`src/rtl/irq_prio_pkg.sv`:
```
package irq_prio_pkg;

  // Number of interrupt sources; source i is offered as vector i+1.
  localparam int SRC_N = 3;
  localparam int IDX_W = $clog2(SRC_N + 1);

  typedef enum logic [1:0] {
    SENSE_LOW  = 2'b00,
    SENSE_RSVD = 2'b01,
    SENSE_FALL = 2'b10,
    SENSE_RISE = 2'b11
  } senseMode_t;

  typedef enum logic {
    ARB_IDLE  = 1'b0,
    ARB_OFFER = 1'b1
  } arbState_t;

  // Strobes from control to datapath.
  typedef struct packed {
    logic             clrServed;
    logic [IDX_W-1:0] servedVec;
  } ctrlStrobes_t;

endpackage

```
`src/rtl/irq_prio_datapath.sv`:
```
module irq_prio_datapath
  import irq_prio_pkg::*;
#(
  parameter int NUM_SRC = SRC_N,
  parameter int VEC_W   = IDX_W
) (
  input  logic               clk,
  input  logic               rstN,
  input  logic               extPin,
  input  senseMode_t         senseMode,
  input  logic [NUM_SRC-1:0] evtIn,
  input  logic [NUM_SRC-1:0] srcEnable,
  input  logic [NUM_SRC-1:0] flagClr,
  input  ctrlStrobes_t       strobes,
  output logic [NUM_SRC-1:0] pendFlags,
  output logic               reqAny,
  output logic [VEC_W-1:0]   bestVec
);

  // Pin sampling: one stage before edge detection, one stage of history.
  logic extSync;
  logic extPrev;

  always_ff @(posedge clk or negedge rstN) begin
    if (!rstN) begin
      extSync <= 1'b1;
      extPrev <= 1'b1;
    end else begin
      extSync <= extPin;
      extPrev <= extSync;
    end
  end

  logic fallSeen;
  logic riseSeen;
  logic edgeMode;
  logic extSet;

  always_comb begin
    fallSeen = extPrev & ~extSync;
    riseSeen = ~extPrev & extSync;
    edgeMode = (senseMode == SENSE_FALL) || (senseMode == SENSE_RISE);
    unique case (senseMode)
      SENSE_FALL: extSet = fallSeen;
      SENSE_RISE: extSet = riseSeen;
      default:    extSet = 1'b0;
    endcase
  end

  // Per-source set and clear vectors.
  logic [NUM_SRC-1:0] setVec;
  logic [NUM_SRC-1:0] servedMask;
  logic [NUM_SRC-1:0] clrVec;

  always_comb begin
    setVec    = evtIn;
    setVec[0] = evtIn[0] | extSet;
    for (int i = 0; i < NUM_SRC; i++) begin
      servedMask[i] = strobes.clrServed && (strobes.servedVec == VEC_W'(i + 1));
    end
    clrVec = flagClr | servedMask;
  end

  // Pending flags: a new event wins over a clear in the same cycle.
  for (genvar g = 0; g < NUM_SRC; g++) begin : gFlag
    if (g == 0) begin : gExt
      always_ff @(posedge clk or negedge rstN) begin
        if (!rstN)           pendFlags[g] <= 1'b0;
        else if (!edgeMode)  pendFlags[g] <= 1'b0;
        else if (setVec[g])  pendFlags[g] <= 1'b1;
        else if (clrVec[g])  pendFlags[g] <= 1'b0;
      end
    end else begin : gEvt
      always_ff @(posedge clk or negedge rstN) begin
        if (!rstN)           pendFlags[g] <= 1'b0;
        else if (setVec[g])  pendFlags[g] <= 1'b1;
        else if (clrVec[g])  pendFlags[g] <= 1'b0;
      end
    end
  end

  // Request lines: level mode uses the sampled pin directly.
  logic [NUM_SRC-1:0] reqLine;
  logic [NUM_SRC-1:0] masked;

  always_comb begin
    reqLine = pendFlags;
    if (senseMode == SENSE_LOW) reqLine[0] = ~extSync;
    masked = reqLine & srcEnable;
  end

  // Fixed priority: lowest index wins.
  always_comb begin
    reqAny  = |masked;
    bestVec = '0;
    for (int i = NUM_SRC - 1; i >= 0; i--) begin
      if (masked[i]) bestVec = VEC_W'(i + 1);
    end
  end

endmodule

```
`src/rtl/irq_prio_control.sv`:
```
module irq_prio_control
  import irq_prio_pkg::*;
#(
  parameter int VEC_W = IDX_W
) (
  input  logic             clk,
  input  logic             rstN,
  input  logic             reqAny,
  input  logic [VEC_W-1:0] bestVec,
  input  logic             instrDone,
  input  logic             retiStrobe,
  input  logic             ack,
  input  logic             gieSet,
  input  logic             gieClr,
  output logic             irqValid,
  output logic [VEC_W-1:0] irqVector,
  output logic             gieOut,
  output ctrlStrobes_t     strobes
);

  arbState_t        state;
  logic [VEC_W-1:0] vecHold;
  logic             gie;
  logic             gapHold;
  logic             accept;
  logic             taken;

  always_comb begin
    accept = (state == ARB_IDLE) && instrDone && gie && reqAny && !gapHold;
    taken  = (state == ARB_OFFER) && ack;
  end

  always_ff @(posedge clk or negedge rstN) begin
    if (!rstN) begin
      state   <= ARB_IDLE;
      vecHold <= '0;
    end else begin
      unique case (state)
        ARB_IDLE: if (accept) begin
          state   <= ARB_OFFER;
          vecHold <= bestVec;
        end
        ARB_OFFER: if (ack) state <= ARB_IDLE;
        default: state <= ARB_IDLE;
      endcase
    end
  end

  // Global enable: entry clears, return or software sets, software clears.
  always_ff @(posedge clk or negedge rstN) begin
    if (!rstN)                     gie <= 1'b0;
    else if (taken)                gie <= 1'b0;
    else if (retiStrobe || gieSet) gie <= 1'b1;
    else if (gieClr)               gie <= 1'b0;
  end

  // One-instruction gap after a return.
  always_ff @(posedge clk or negedge rstN) begin
    if (!rstN)           gapHold <= 1'b0;
    else if (retiStrobe) gapHold <= 1'b1;
    else if (instrDone)  gapHold <= 1'b0;
  end

  always_comb begin
    irqValid          = (state == ARB_OFFER);
    irqVector         = vecHold;
    gieOut            = gie;
    strobes.clrServed = taken;
    strobes.servedVec = vecHold;
  end

endmodule

```
`src/rtl/irq_prio_ctrl.sv`:
```
module irq_prio_ctrl
  import irq_prio_pkg::*;
#(
  parameter int NUM_SRC = SRC_N,
  parameter int VEC_W   = IDX_W
) (
  input  logic               clk,
  input  logic               rstN,
  input  logic               extPin,
  input  logic [1:0]         extSense,
  input  logic               timerEvt,
  input  logic               cmpEvt,
  input  logic [NUM_SRC-1:0] srcEnable,
  input  logic [NUM_SRC-1:0] flagClr,
  input  logic               gieSet,
  input  logic               gieClr,
  input  logic               instrDone,
  input  logic               retiStrobe,
  input  logic               ack,
  output logic               irqValid,
  output logic [VEC_W-1:0]   irqVector,
  output logic               gieOut,
  output logic [NUM_SRC-1:0] pendingOut
);

  ctrlStrobes_t       strobes;
  logic               reqAny;
  logic [VEC_W-1:0]   bestVec;
  logic [NUM_SRC-1:0] evtIn;
  senseMode_t         senseMode;

  always_comb begin
    evtIn     = '0;
    evtIn[1]  = timerEvt;
    evtIn[2]  = cmpEvt;
    senseMode = senseMode_t'(extSense);
  end

  irq_prio_datapath #(
    .NUM_SRC (NUM_SRC),
    .VEC_W   (VEC_W)
  ) u_datapath (
    .clk       (clk),
    .rstN      (rstN),
    .extPin    (extPin),
    .senseMode (senseMode),
    .evtIn     (evtIn),
    .srcEnable (srcEnable),
    .flagClr   (flagClr),
    .strobes   (strobes),
    .pendFlags (pendingOut),
    .reqAny    (reqAny),
    .bestVec   (bestVec)
  );

  irq_prio_control #(
    .VEC_W (VEC_W)
  ) u_control (
    .clk        (clk),
    .rstN       (rstN),
    .reqAny     (reqAny),
    .bestVec    (bestVec),
    .instrDone  (instrDone),
    .retiStrobe (retiStrobe),
    .ack        (ack),
    .gieSet     (gieSet),
    .gieClr     (gieClr),
    .irqValid   (irqValid),
    .irqVector  (irqVector),
    .gieOut     (gieOut),
    .strobes    (strobes)
  );

endmodule

```
`config.mk`:
```
export PLATFORM = sky130hd
export DESIGN_NAME = irq_prio_ctrl
export DESIGN_NICKNAME = d
export VERILOG_FILES = /design/src/rtl/irq_prio_pkg.sv /design/src/rtl/irq_prio_datapath.sv /design/src/rtl/irq_prio_control.sv /design/src/rtl/irq_prio_ctrl.sv
export SDC_FILE = /design/constraint.sdc
export NUM_CORES = 1
export LEC_CHECK = 0
export BUFFER_PORTS_ARGS = -buffer_cell sky130_fd_sc_hd__buf_2
export CAP_MARGIN = 30
export CORE_AREA = 5 5 42 44
export DETAILED_ROUTE_END_ITERATION = 8
export DIE_AREA = 0 0 47 49
export GPL_TIMING_DRIVEN = 0
export PLACE_DENSITY = 0.77
export SLEW_MARGIN = 20
export SYNTH_ARGS = -nofsm -noshare
export SYNTH_HDL_FRONTEND = slang
export SYNTH_SLANG_ARGS = --single-unit
```
`constraint.sdc`:
```
create_clock -name clk -period 2.6 [get_ports clk]
set_clock_uncertainty 0.2 [all_clocks]
set_input_delay 0.52 -clock clk [delete_from_list [all_inputs] [get_ports clk]]
set_output_delay 0.52 -clock clk [all_outputs]
set_load 0.01 [all_outputs]
```
After elaboration in Yosys (flattened, before gate mapping)
Cells that the tools add are included.
Storage, ports and cells
  output and inout port bits: 7
  flip-flop bits (word level): 10
  word-level logic and storage cells: 60
  input bits: 18
Cells by class
  reduce and logical (&&, ||, !) cells: 18
  multiplexer cells: 20
  eq/ne operators: 6
  bitwise operators: 7
Operators with widths (count)
  $mux 1: 15
  $eq 2x2->1 const B: 4
  $logic_and 1x1->1: 8
  $mux 2: 3
  $reduce_bool 2->1: 3
  $pmux 1 s2: 2
  $and 3x3->3: 1
  $ne 3x3->1 const B: 1
  $not 1->1: 3
  $or 3x3->3: 1
  $reduce_bool 3->1: 1
  $reduce_or 3->1: 1
  $and 1x1->1: 2
  $eq 2x1->1 const B: 1
  $logic_not 2->1: 1
  $logic_or 1x1->1: 2
  $reduce_and 2->1: 1
  $logic_not 1->1: 1

Depth between registers and ports, before layout
Gate-level depths: netlist of the first run.
  word-level depth: 8
  mapped depth: 3
  gate-level depth less buffers: 3

Cells and area by module
From an unflattened synthesis of the first run, not the netlist that was laid out.
Unflattened totals
  cell total of the unflattened synthesis: 48
  area total of the unflattened synthesis: 501.7 sq um
By module, submodules not included
  irq_prio_datapath: sequential area each 127.6 sq um, area an instance 256.5 sq um, times used 1, cells each 27
  irq_prio_control: sequential area each 125.1 sq um, area an instance 241.5 sq um, times used 1, cells each 20
  irq_prio_ctrl: sequential area each 0.0 sq um, area an instance 3.8 sq um, times used 1, cells each 1

Worst setup path before layout of the first run
Ideal clock, no wire load.
  path kind: input port to flip-flop
  start point: input port extSense[0]
  end point: register u_control.vecHold[0], in the netlist u_control.irqVector[0]
  cell stages on the path: 3
  slack: 1.119 ns
  buffers on the path: 0
  library setup time: 0.134 ns
  arrival time: 1.147 ns
  data required time: 2.266 ns
  cell sequence: o211a_1 > a2111oi_0 > nor3_1
Between the ends
  cells in the longest elaborated chain, start to end: 7
  elaborated cells between the ends (all ways): 8
  classes of those cells: mux: 2; bitwise: 1; reduce/logical: 5
Ends and longest elaborated chain
  start: declaration: RTL line irq_prio_ctrl.sv:10  | input logic [1:0] extSense,
  $logic_not 2->1 *: RTL line irq_prio_datapath.sv:88  | if (senseMode == SENSE_LOW) reqLine[0] = ~extSync;
  $mux 1 *: RTL line irq_prio_datapath.sv:88
  $and 3x3->3 *: RTL line irq_prio_datapath.sv:89  | masked = reqLine & srcEnable;
  $reduce_or 3->1: RTL line irq_prio_datapath.sv:94  | reqAny = |masked;
  $logic_and 1x1->1 (2 in a row): RTL line irq_prio_control.sv:29  | accept = (state == ARB_IDLE) && instrDone && gie && reqAny && !gapHold;
  $reduce_and 2->1 (no source line)
  end signal: assignment: RTL line irq_prio_control.sv:41  | vecHold <= bestVec;
  end: declaration: RTL line irq_prio_control.sv:22  | logic [VEC_W-1:0] vecHold;
Every way passes the cells marked *; elsewhere a longest branch is shown, timed or not.
A chain may end at the register's enable or synchronous reset.

Worst setup path after layout of the first run
  start point: register u_control.state, in the netlist u_control.irqValid
  end point: output port irqValid
RTL lines
  start: declaration: RTL line irq_prio_control.sv:21  | arbState_t state;
  start signal: assignment: RTL line irq_prio_control.sv:35  | state <= ARB_IDLE;
  start signal: assignment: RTL line irq_prio_control.sv:40  | state <= ARB_OFFER;
  start signal: assignment: RTL line irq_prio_control.sv:43  | ARB_OFFER: if (ack) state <= ARB_IDLE;
  end: declaration: RTL line irq_prio_ctrl.sv:20  | output logic irqValid,
No word-level cell between the ends.

==> results_dict.tcl, run 1 <==
set metrics [dict create \
    drive_gt1_share_pct 45.83 \
    rsz0062_at_grt "false" \
    grt_pass1_vias 470 \
    n_antenna_cell 0 \
    finalSetupTns_ps 0 \
    portBuffers 24 \
    clock_latency_ps 270 \
    synth_seq_cells 10 \
    reg2reg_depth 3 \
    io_pins 25 \
    cp.required_ps 1880 \
    setup_violations 0 \
    cts_htree_levels 1 \
    arrival_ps 890 \
    start_util_pct 33.57 \
    nFillCells 150 \
    postLayoutCoreUtil_pct 46.88 \
    die_x_microns 47 \
    route.vias.total 468 \
    worstMarginPinSlew_ps 441.0 \
    status "completed" \
    hpwl_microns 926.3 \
    critPathMaxStageDelay_ps 450 \
    cp.depth 1 \
    viasPerCell 5.318 \
    layout_common_cells "buf_2 (24), dfrtp_1 (8), inv_1 (6), nor2_1 (3), clkbuf_4 (3)" \
    area_delta_synth_final_pct 39.63 \
    cts_tree "done" \
    cts_setup_buffers 0 \
    syn_inst 43 \
    crit_path_end_kind "output pin" \
    cp_cell_sequence "buf_2" \
    cp_top_family "flip-flops" \
    final_common_cell "buf_2" \
    ant_nets 0 \
    hold_viol 0 \
    syn_area_per_cell_sq_um 10.94 \
    syn_nets 61 \
    hold_depth 1 \
    row_count 14 \
    overflow 0 \
    drtIter0Drc 7 \
    cp_slowest_cell "dfrtp_1" \
    min_period_ps 1615 \
    yosys_warnings 0 \
    nNetsFinal 91 \
    antenna_found_initial 0 \
    dp.cells 83 \
    cp_max_fo 7 \
    clockRootBuffer "clkbuf_4" \
    cap_viol_max_count 0 \
    slew_violations 0 \
    clk_pin_slew_worst_paths_ps 70 \
    wl_per_cell_microns 13.69 \
    start_kind "flip-flop" \
    grt_pass1_wl_microns 1938 \
    hold_class "input pin to flip-flop" \
    p_leak_uw 0.0003261 \
    fmax_mhz 619.3 \
    gp_congestion 0.7536 \
    grt.total_usage_pct 12.00 \
    grt_max_degree 11 \
    post_cts_resize_count 0 \
    final_cells 88 \
    syn_area_sq_um 470.5 \
    die_area_sq_um 2303 \
    power_density_nw_per_um2 601.8 \
    vdd_ir_drop_max_uv 482.8 \
    wirelength_microns 1205 \
    drc 0 \
    die_y_microns 49 \
    ys_seq_area_share_pct 53.72 \
    firstDrtPassIters 2 \
    cts.sinks 10 \
    clk_path_buf_depth 2 \
    fin_crit_sh_pct 62.10 \
    yosysUniqueCellTypes 23 \
    cts_inserted_buffers 3 \
    maxSlewHeadroom_pct 70.52 \
    core-area_sq_um 1401 \
    timing_worst_setup_path_type "flip-flop to output pin" \
    critPathBufInv 1 \
]
## sequential cells by signal (all words and copies together) (netlist names)
register	cells
u_control.gapHold	1
u_control.gieOut	1
u_control.irqValid	1
u_control.irqVector	2
u_datapath.extPrev	1
u_datapath.extSync	1
u_datapath.pendFlags	3
## report_power, final
part | switching (uW) | internal (uW)
Clock | 55.8 | 85.1
Combinational | 31.6 | 34.1
Sequential | 16.9 | 172
Total | 104 | 291
## worst reg2reg max path, cell delays in order (launching register included)
cell	delay [ps]
dfrtp_1	450
and4bb_1	370
nor4b_1	250
nor3_1	80
## layout make-up
cell class | instances | area, sq um | share of cell area (%)
Clock buffer | 4 | 36.28 | 5.524
Inverter | 6 | 22.52 | 3.429
Multi-Input combinational cell | 27 | 195.2 | 29.71
Sequential cell | 10 | 252.7 | 38.48
Tap cell | 16 | 20.02 | 3.048
Timing Repair Buffer | 25 | 130.1 | 19.81
## cell usage after synthesis, drive strengths merged
cell type  n  area, sq um
a2111oi    1        8.760
a211oi     1        7.510
a21o       1        7.510
a21oi      2        10.01
a22o       1        8.760
a31o       2        17.52
a31oi      1        6.260
and4bb     1        12.51
dfrtp      8        200.2
dfstp      2        52.55
inv        6        22.52
nand2      2        7.510
nand3b     2        15.01
nand4      1        6.260
nand4b     2        17.52
nor2       3        11.26
nor3       1        5.000
nor4b      2        23.77
o211a      1        10.01
o21a       1        7.510
o21ai      1        5.000
o31ai      1        7.510
## logic make-up (layout without fill, tap and decap cells)
| kind of cell | count (synthesis) | after routing | synth area share, % |
|---|---|---|---|
| compound gates | 13 | 13 | 20.48 |
| flops | 10 | 10 | 53.72 |
| buf+inv | 6 | 35 | 4.787 |
| simple gates | 14 | 14 | 21.01 |
## per-stage QoR
stage                     instance area (sq um)  setup slack, ps  total power (uW)  hold slack [ps]
after global placement                    610.6            933.7             252.1            179.9
after global routing                      656.9            925.0             413.1            140.9
after detailed placement                  610.6            912.8             255.5            182.9
after CTS                                 656.9            973.3             398.2            141.9
after floorplan                           470.5             1119             217.8            24.41
final                                     656.9            985.4             395.3            144.2
## worst paths after layout
kind | slack [ps] | start | endpoint
hold reg to reg | 190 | u_datapath.extSync | u_datapath.extPrev
hold / removal | 140 | extPin | u_datapath.extSync
setup / recovery | 990 | u_control.irqValid | irqValid
min in group asynchronous | 430 | rstN | u_datapath.pendFlags[2]
setup reg to reg | 1120 | u_control.irqValid | u_control.irqVector[0]
max in group asynchronous | 1520 | rstN | u_datapath.extSync
## per-layer routing
layer	global-route usage, %	vias up	routed length (microns)
li1	-	220	-
met1	12.64	224	477
met2	19.23	20	574
met3	4.797	4	120
met4	6.912	0	34
met5	0	-	0
## repair_timing
action                     in CTS  in global routing
hold endpoints to repair        8                  0
hold buffers                    1                  0
setup endpoints to repair       0                  0
(Power assumes the default switching activity.)
==> inputs of run 2 (changes only) <==
PLACE_DENSITY = 0.8   (was 0.77)
clock period = 1.3 ns   (was 2.6 ns; I/O delays follow)
==> run 2 against run 1 <==
Effect of this change: the run now ends with setup timing left; first-iteration DRC count decreased by 71%; total power increased by 100%; final area increased by 19%; count of clock-buffer cells in the layout unchanged; combinational power increased to 3.3 times the previous value; hold slack got worse by 110 ps; flip-flop and latch count unchanged; core utilization increased by 8.8 points; cell count increased by 11%; global-route usage increased by 0.30 points; register-to-register slack got worse by 1200 ps; largest cell class unchanged.
==> results_dict.tcl, run 2 (synthesis gave the netlist of run 1 again) <==
set metrics [dict create \
    min_from "ack" \
    arrival_ps 930 \
    grt_pass1_wl_microns 2097 \
    clock_latency_ps 260 \
    fin_crit_sh_pct 106.6 \
    holdPathEnd "u_control.gieOut" \
    r2r-start "u_control.irqValid" \
    cp_max_fo 3 \
    grt_max_degree 11 \
    io_pins 25 \
    wl_per_cell_microns 13.16 \
    hold_viol 0 \
    layout_common_cells "buf_2 (22), dfrtp_1 (7), inv_1 (6), buf_4 (6), dlygate4sd3_1 (5)" \
    maxSlewHeadroom_pct 74.33 \
    viasPerCell 4.929 \
    largest_reg_flops 3 \
    final_common_cell "buf_2" \
    regMostFlops "u_datapath.pendFlags" \
    hold_ws_ps 35.75 \
    drc 0 \
    n_antenna_cell 0 \
    reg2reg_depth 3 \
    setup_violations 5 \
    violations "setup timing" \
    slew_violations 0 \
    rsz0062_at_grt "true" \
    drtIter0Drc 2 \
    worstMarginPinSlew_ps 383.4 \
    row_count 14 \
    clockRootBuffer "clkbuf_4" \
    overflow 0 \
    nNetsFinal 101 \
    portBuffers 24 \
    cts.sinks 10 \
    ant_nets 0 \
    die_area_sq_um 2303 \
    status "complete, but fails checks" \
    cap_viol_max_count 0 \
    die_y_microns 49 \
    r2r-end "u_control.irqVector[0]" \
    postLayoutCoreUtil_pct 55.71 \
    hpwl_microns 899.9 \
    fmax_mhz 721.4 \
    hold_depth 2 \
    hold_class "input pin to flip-flop" \
    start_kind "flip-flop" \
    gp_congestion 0.7251 \
    final_cell_area_sq_um 780.7 \
    place_area_sq_um 618.1 \
    cts_htree_levels 1 \
    grt.total_usage_pct 12.30 \
    power_density_nw_per_um2 1029 \
    antenna_found_initial 0 \
    grt_pass1_vias 489 \
    timing_worst_setup_path_type "flip-flop to output pin" \
    die_x_microns 47 \
    start_util_pct 33.57 \
    wirelength_microns 1290 \
    cts_tree "done" \
    crit_path_end_kind "output pin" \
    drive_gt1_share_pct 52.44 \
    rrSetupSlack_ps -70 \
    setup_ws_ps -86.18 \
    vdd_ir_drop_max_uv 525.2 \
    area_delta_synth_final_pct 65.96 \
    firstDrtPassIters 3 \
    core-area_sq_um 1401 \
    clk_pin_slew_worst_paths_ps 70 \
    clk_path_buf_depth 2 \
    p_leak_uw 0.0003772 \
    route.vias.total 483 \
    min_period_ps 1386 \
    cts_inserted_buffers 3 \
    cp.required_ps 840 \
]
==> run 2: cell count changes in the layout (fill, tap and decap cells not counted), moves of 2 or more <==
cell	change
buf_4	+6
dlygate4sd3_1	+4
buf_2	-2
buf_6	+2
nor4b_4	+2
==> run 2: worst max path at each step <==
stage / cells after the start / to / start
after floorplan: 3 / u_control.irqVector[0] / u_control.irqValid
after global placement: 4 / u_control.irqVector[0] / extSense[0]
after detailed placement: 4 / u_control.irqVector[0] / extSense[0]
after CTS: 3 / u_control.irqVector[0] / u_control.irqValid
after global routing: 3 / u_control.irqVector[0] / u_control.irqValid
final: 2 / irqValid / u_control.irqValid
==> run 2: critical path, cell delays in order, from the launching register on <==
cell and delay (ps):
dfrtp_2 410, buf_4 140, buf_6 110
==> run 2: power breakdown <==
group / internal, uW / switching (uW)
registers: 344 / 28.3
clock network: 118 / 98.4
logic: 123 / 91.1
==> run 2: per-layer routing <==
metal | track usage [%] | part of all wire, % | routed length [microns]
met3 | 4.059 | 8.8 | 113
met5 | 0 | 0 | 0
met1 | 15.38 | 40 | 520
met2 | 18.55 | 51 | 656
met4 | 5.530 | 0 | 0
==> run 2: layout make-up <==
class,instances,area (sq um)
Clock buffer,4,26.28
Fill cell,130,620.6
Inverter,6,22.52
Multi-Input combinational cell,27,230.2
Sequential cell,10,254.0
Tap cell,16,20.02
Timing Repair Buffer,35,227.7
==> run 2: what timing repair did <==
item / 4_1_cts / 5_1_grt
hold buffers: 5 / 0
hold endpoints to repair: 14 / 0
pin swaps: 1 / 3
buffers inserted: 3 / 3
setup endpoints to repair: 6 / 10
resized for setup: 2 / 7
==> run 2: per-stage QoR <==
| step | total power [uW] | TNS (ps) | instances | setup WS, ps |
|---|---|---|---|---|
| 3_3_place_gp | 506.3 | -244.8 | 83 | -108.9 |
| 2_1_floorplan | 437.4 | -66.17 | 43 | -66.17 |
| 6_report | 803.3 | -224.9 | 98 | -86.18 |
| 4_1_cts | 771.3 | -148.7 | 95 | -94.72 |
| 3_5_place_dp | 511.4 | -294.1 | 83 | -148.0 |
| 5_1_grt | 860.5 | -650.5 | 98 | -141.6 |
==> inputs of run 3 (changes only) <==
RECOVER_POWER = 50   (was not set)
SETUP_SLACK_MARGIN = 0.2   (was not set)
==> run 3 against run 2 <==
Effect of this change: the flow finishes with violations (hold timing, setup timing); flip-flop and latch count unchanged; die area unchanged; wire length decreased by 1.3%; final area increased by 0.48%; hold slack got worse by 57 ps.
==> results_dict.tcl, run 3 (synthesis gave the netlist of run 1 again) <==
set metrics [dict create \
    min_from "timerEvt" \
    gp_congestion 0.7971 \
    p_clk_share_pct 32.4 \
    viasPerCell 5.094 \
    hpwl_microns 848.2 \
    swShare_pct 26.30 \
    cts_inserted_buffers 3 \
    seqPwrFrac_pct 42.7 \
    holdPathEnd "u_datapath.pendFlags[1]" \
    drtIter0Drc 1 \
    drive_gt1_share_pct 57.50 \
    route.vias.total 489 \
    cts.sinks 10 \
    cp_cell_sequence "buf_4, buf_6" \
    r2r-end "u_control.irqVector[0]" \
    place_area_sq_um 618.1 \
    n_antenna_cell 0 \
    grt_max_degree 11 \
    portBuffers 24 \
    dp.cells 83 \
    grt.total_usage_pct 12.61 \
    hold_ws_ps -21.64 \
    layout_common_cells "buf_2 (22), dfrtp_1 (7), inv_1 (6), buf_6 (4), buf_4 (4)" \
    slew_violations 0 \
    cts_tree "done" \
    clock_latency_ps 270 \
    switchingPower_uw 226.1 \
    setup_ws_ps -84.17 \
    cp_top_family "flip-flops" \
    regMostFlops "u_datapath.pendFlags" \
    final_cell_area_sq_um 784.5 \
    clk_pin_slew_worst_paths_ps 60 \
    reg2reg_depth 3 \
    start_util_pct 33.57 \
    worstMarginPinSlew_ps 536.0 \
    nNetsFinal 99 \
    area_delta_synth_final_pct 66.76 \
    antenna_found_initial 0 \
    violations "hold timing, setup timing" \
    die_area_sq_um 2303 \
    clk_path_buf_depth 2 \
    clockRootBuffer "clkbuf_4" \
    status "complete, but fails checks" \
    rsz0062_at_grt "true" \
    hold_depth 2 \
    wl_per_cell_microns 13.26 \
    min_period_ps 1384 \
    io_pins 25 \
    start_kind "flip-flop" \
    setup_violations 5 \
    final_cells 96 \
    pwr-share-comb_pct 24.9 \
    overflow 0 \
    final_common_cell "buf_2" \
    cp_max_fo 3 \
    wirelength_microns 1273 \
    drc 0 \
    fin_crit_sh_pct 106.5 \
    largest_reg_flops 3 \
    grt_pass1_vias 479 \
    core-area_sq_um 1401 \
    cts_hold_buffers 2 \
    r2r-start "u_control.irqValid" \
    timing_worst_setup_path_type "flip-flop to output pin" \
    critPathBufInv 2 \
    hold_class "input pin to flip-flop" \
    vdd_ir_drop_max_uv 621.6 \
    row_count 14 \
    fmax_mhz 722.5 \
    die_x_microns 47 \
    maxSlewHeadroom_pct 64.26 \
    power_density_nw_per_um2 1096 \
    nFillCells 134 \
    hold_viol 3 \
    cp_slowest_cell "dfrtp_2" \
    grt_pass1_wl_microns 2076 \
    die_y_microns 49 \
    p_int_uw 633.6 \
    crit_path_end_kind "output pin" \
    firstDrtPassIters 3 \
    arrival_ps 920 \
    cp.required_ps 840 \
    critPathMaxStageDelay_ps 410 \
    rrSetupSlack_ps -80 \
    cts_htree_levels 1 \
    ant_nets 0 \
    cp.depth 2 \
    cap_viol_max_count 0 \
    p_leak_uw 0.0003665 \
]
[run 3: changes by cell type in the layout (fill, tap and decap cells not counted)]
cell,before,now
o211a_1,1,0
buf_4,6,4
clkbuf_8,0,1
o211a_4,0,1
buf_6,2,4
dlygate4sd3_1,5,2
o31ai_1,1,0
o31ai_2,0,1
[run 3: layer usage]
| layer | GRT usage (%) | part of all wire (%) | up-vias |
|---|---|---|---|
| li1 | - | - | 235 |
| met1 | 16.17 | 44 | 229 |
| met2 | 19.23 | 47 | 20 |
| met3 | 2.214 | 6.9 | 5 |
| met4 | 6.912 | 2.7 | 0 |
| met5 | 0 | 0 | - |
[run 3: metrics by stage]
| step | setup TNS (ps) | hold WS, ps | setup slack, ps | total power, uW | util, % |
|---|---|---|---|---|---|
| 4_1_cts | -66.21 | -18.79 | -36.79 | 843.3 | 53.04 |
| 2_1_floorplan | -66.17 | -235.6 | -66.17 | 437.9 | - |
| 3_5_place_dp | -232.3 | -73.05 | -160.1 | 510.1 | 44.11 |
| 3_3_place_gp | -199.1 | -72.44 | -114.7 | 507.3 | 44.11 |
| 6_report | -211.4 | -21.64 | -84.17 | 859.7 | 55.98 |
| 5_1_grt | -456.4 | -18.28 | -144.4 | 907.5 | 55.98 |
[run 3: power by group through the flow]
stage	Sequential, uW	Combinational (uW)	Clock, uW
detailed placement	380	130	0
global route	372	235	300
floorplan	387	50.8	0
CTS	367	192	284
global placement	379	128	0
finish	367	214	278
[run 3: worst reg2reg max path: cells and delay by family (launching register included)]
family / cells / cell delay [ps]
simple gates: 3 / 650
flops: 1 / 410
[run 3: worst max-delay path by stage]
stage / from / endpoint / slack [ps]
global route: u_control.irqValid / u_control.irqVector[0] / -140
detailed placement: u_control.irqValid / u_control.irqVector[0] / -160
finish: u_control.irqValid / irqValid / -80
floorplan: u_control.irqValid / u_control.irqVector[0] / -70
CTS: u_control.irqValid / u_control.irqVector[0] / -40
global placement: u_control.irqValid / u_control.irqVector[0] / -110
[run 3: what timing repair did]
| action | CTS | global route |
|---|---|---|
| endpoints found under the setup margin | 12 | 13 |
| setup buffers | 5 | 2 |
| endpoints found under the hold margin | 14 | 2 |
| pin swaps | 5 | 2 |
| resized for setup | 7 | 5 |
| cloned | 0 | 0 |
[run 3: layout make-up]
cell class	instances	area (sq um)	share of cell area [%]
inverters	6	22.52	2.871
multi-input cells	27	242.7	30.94
repair buffers	33	209.0	26.63
flip-flops and latches	10	254.0	32.38
well taps	16	20.02	2.552
clock buffers	4	36.28	4.625
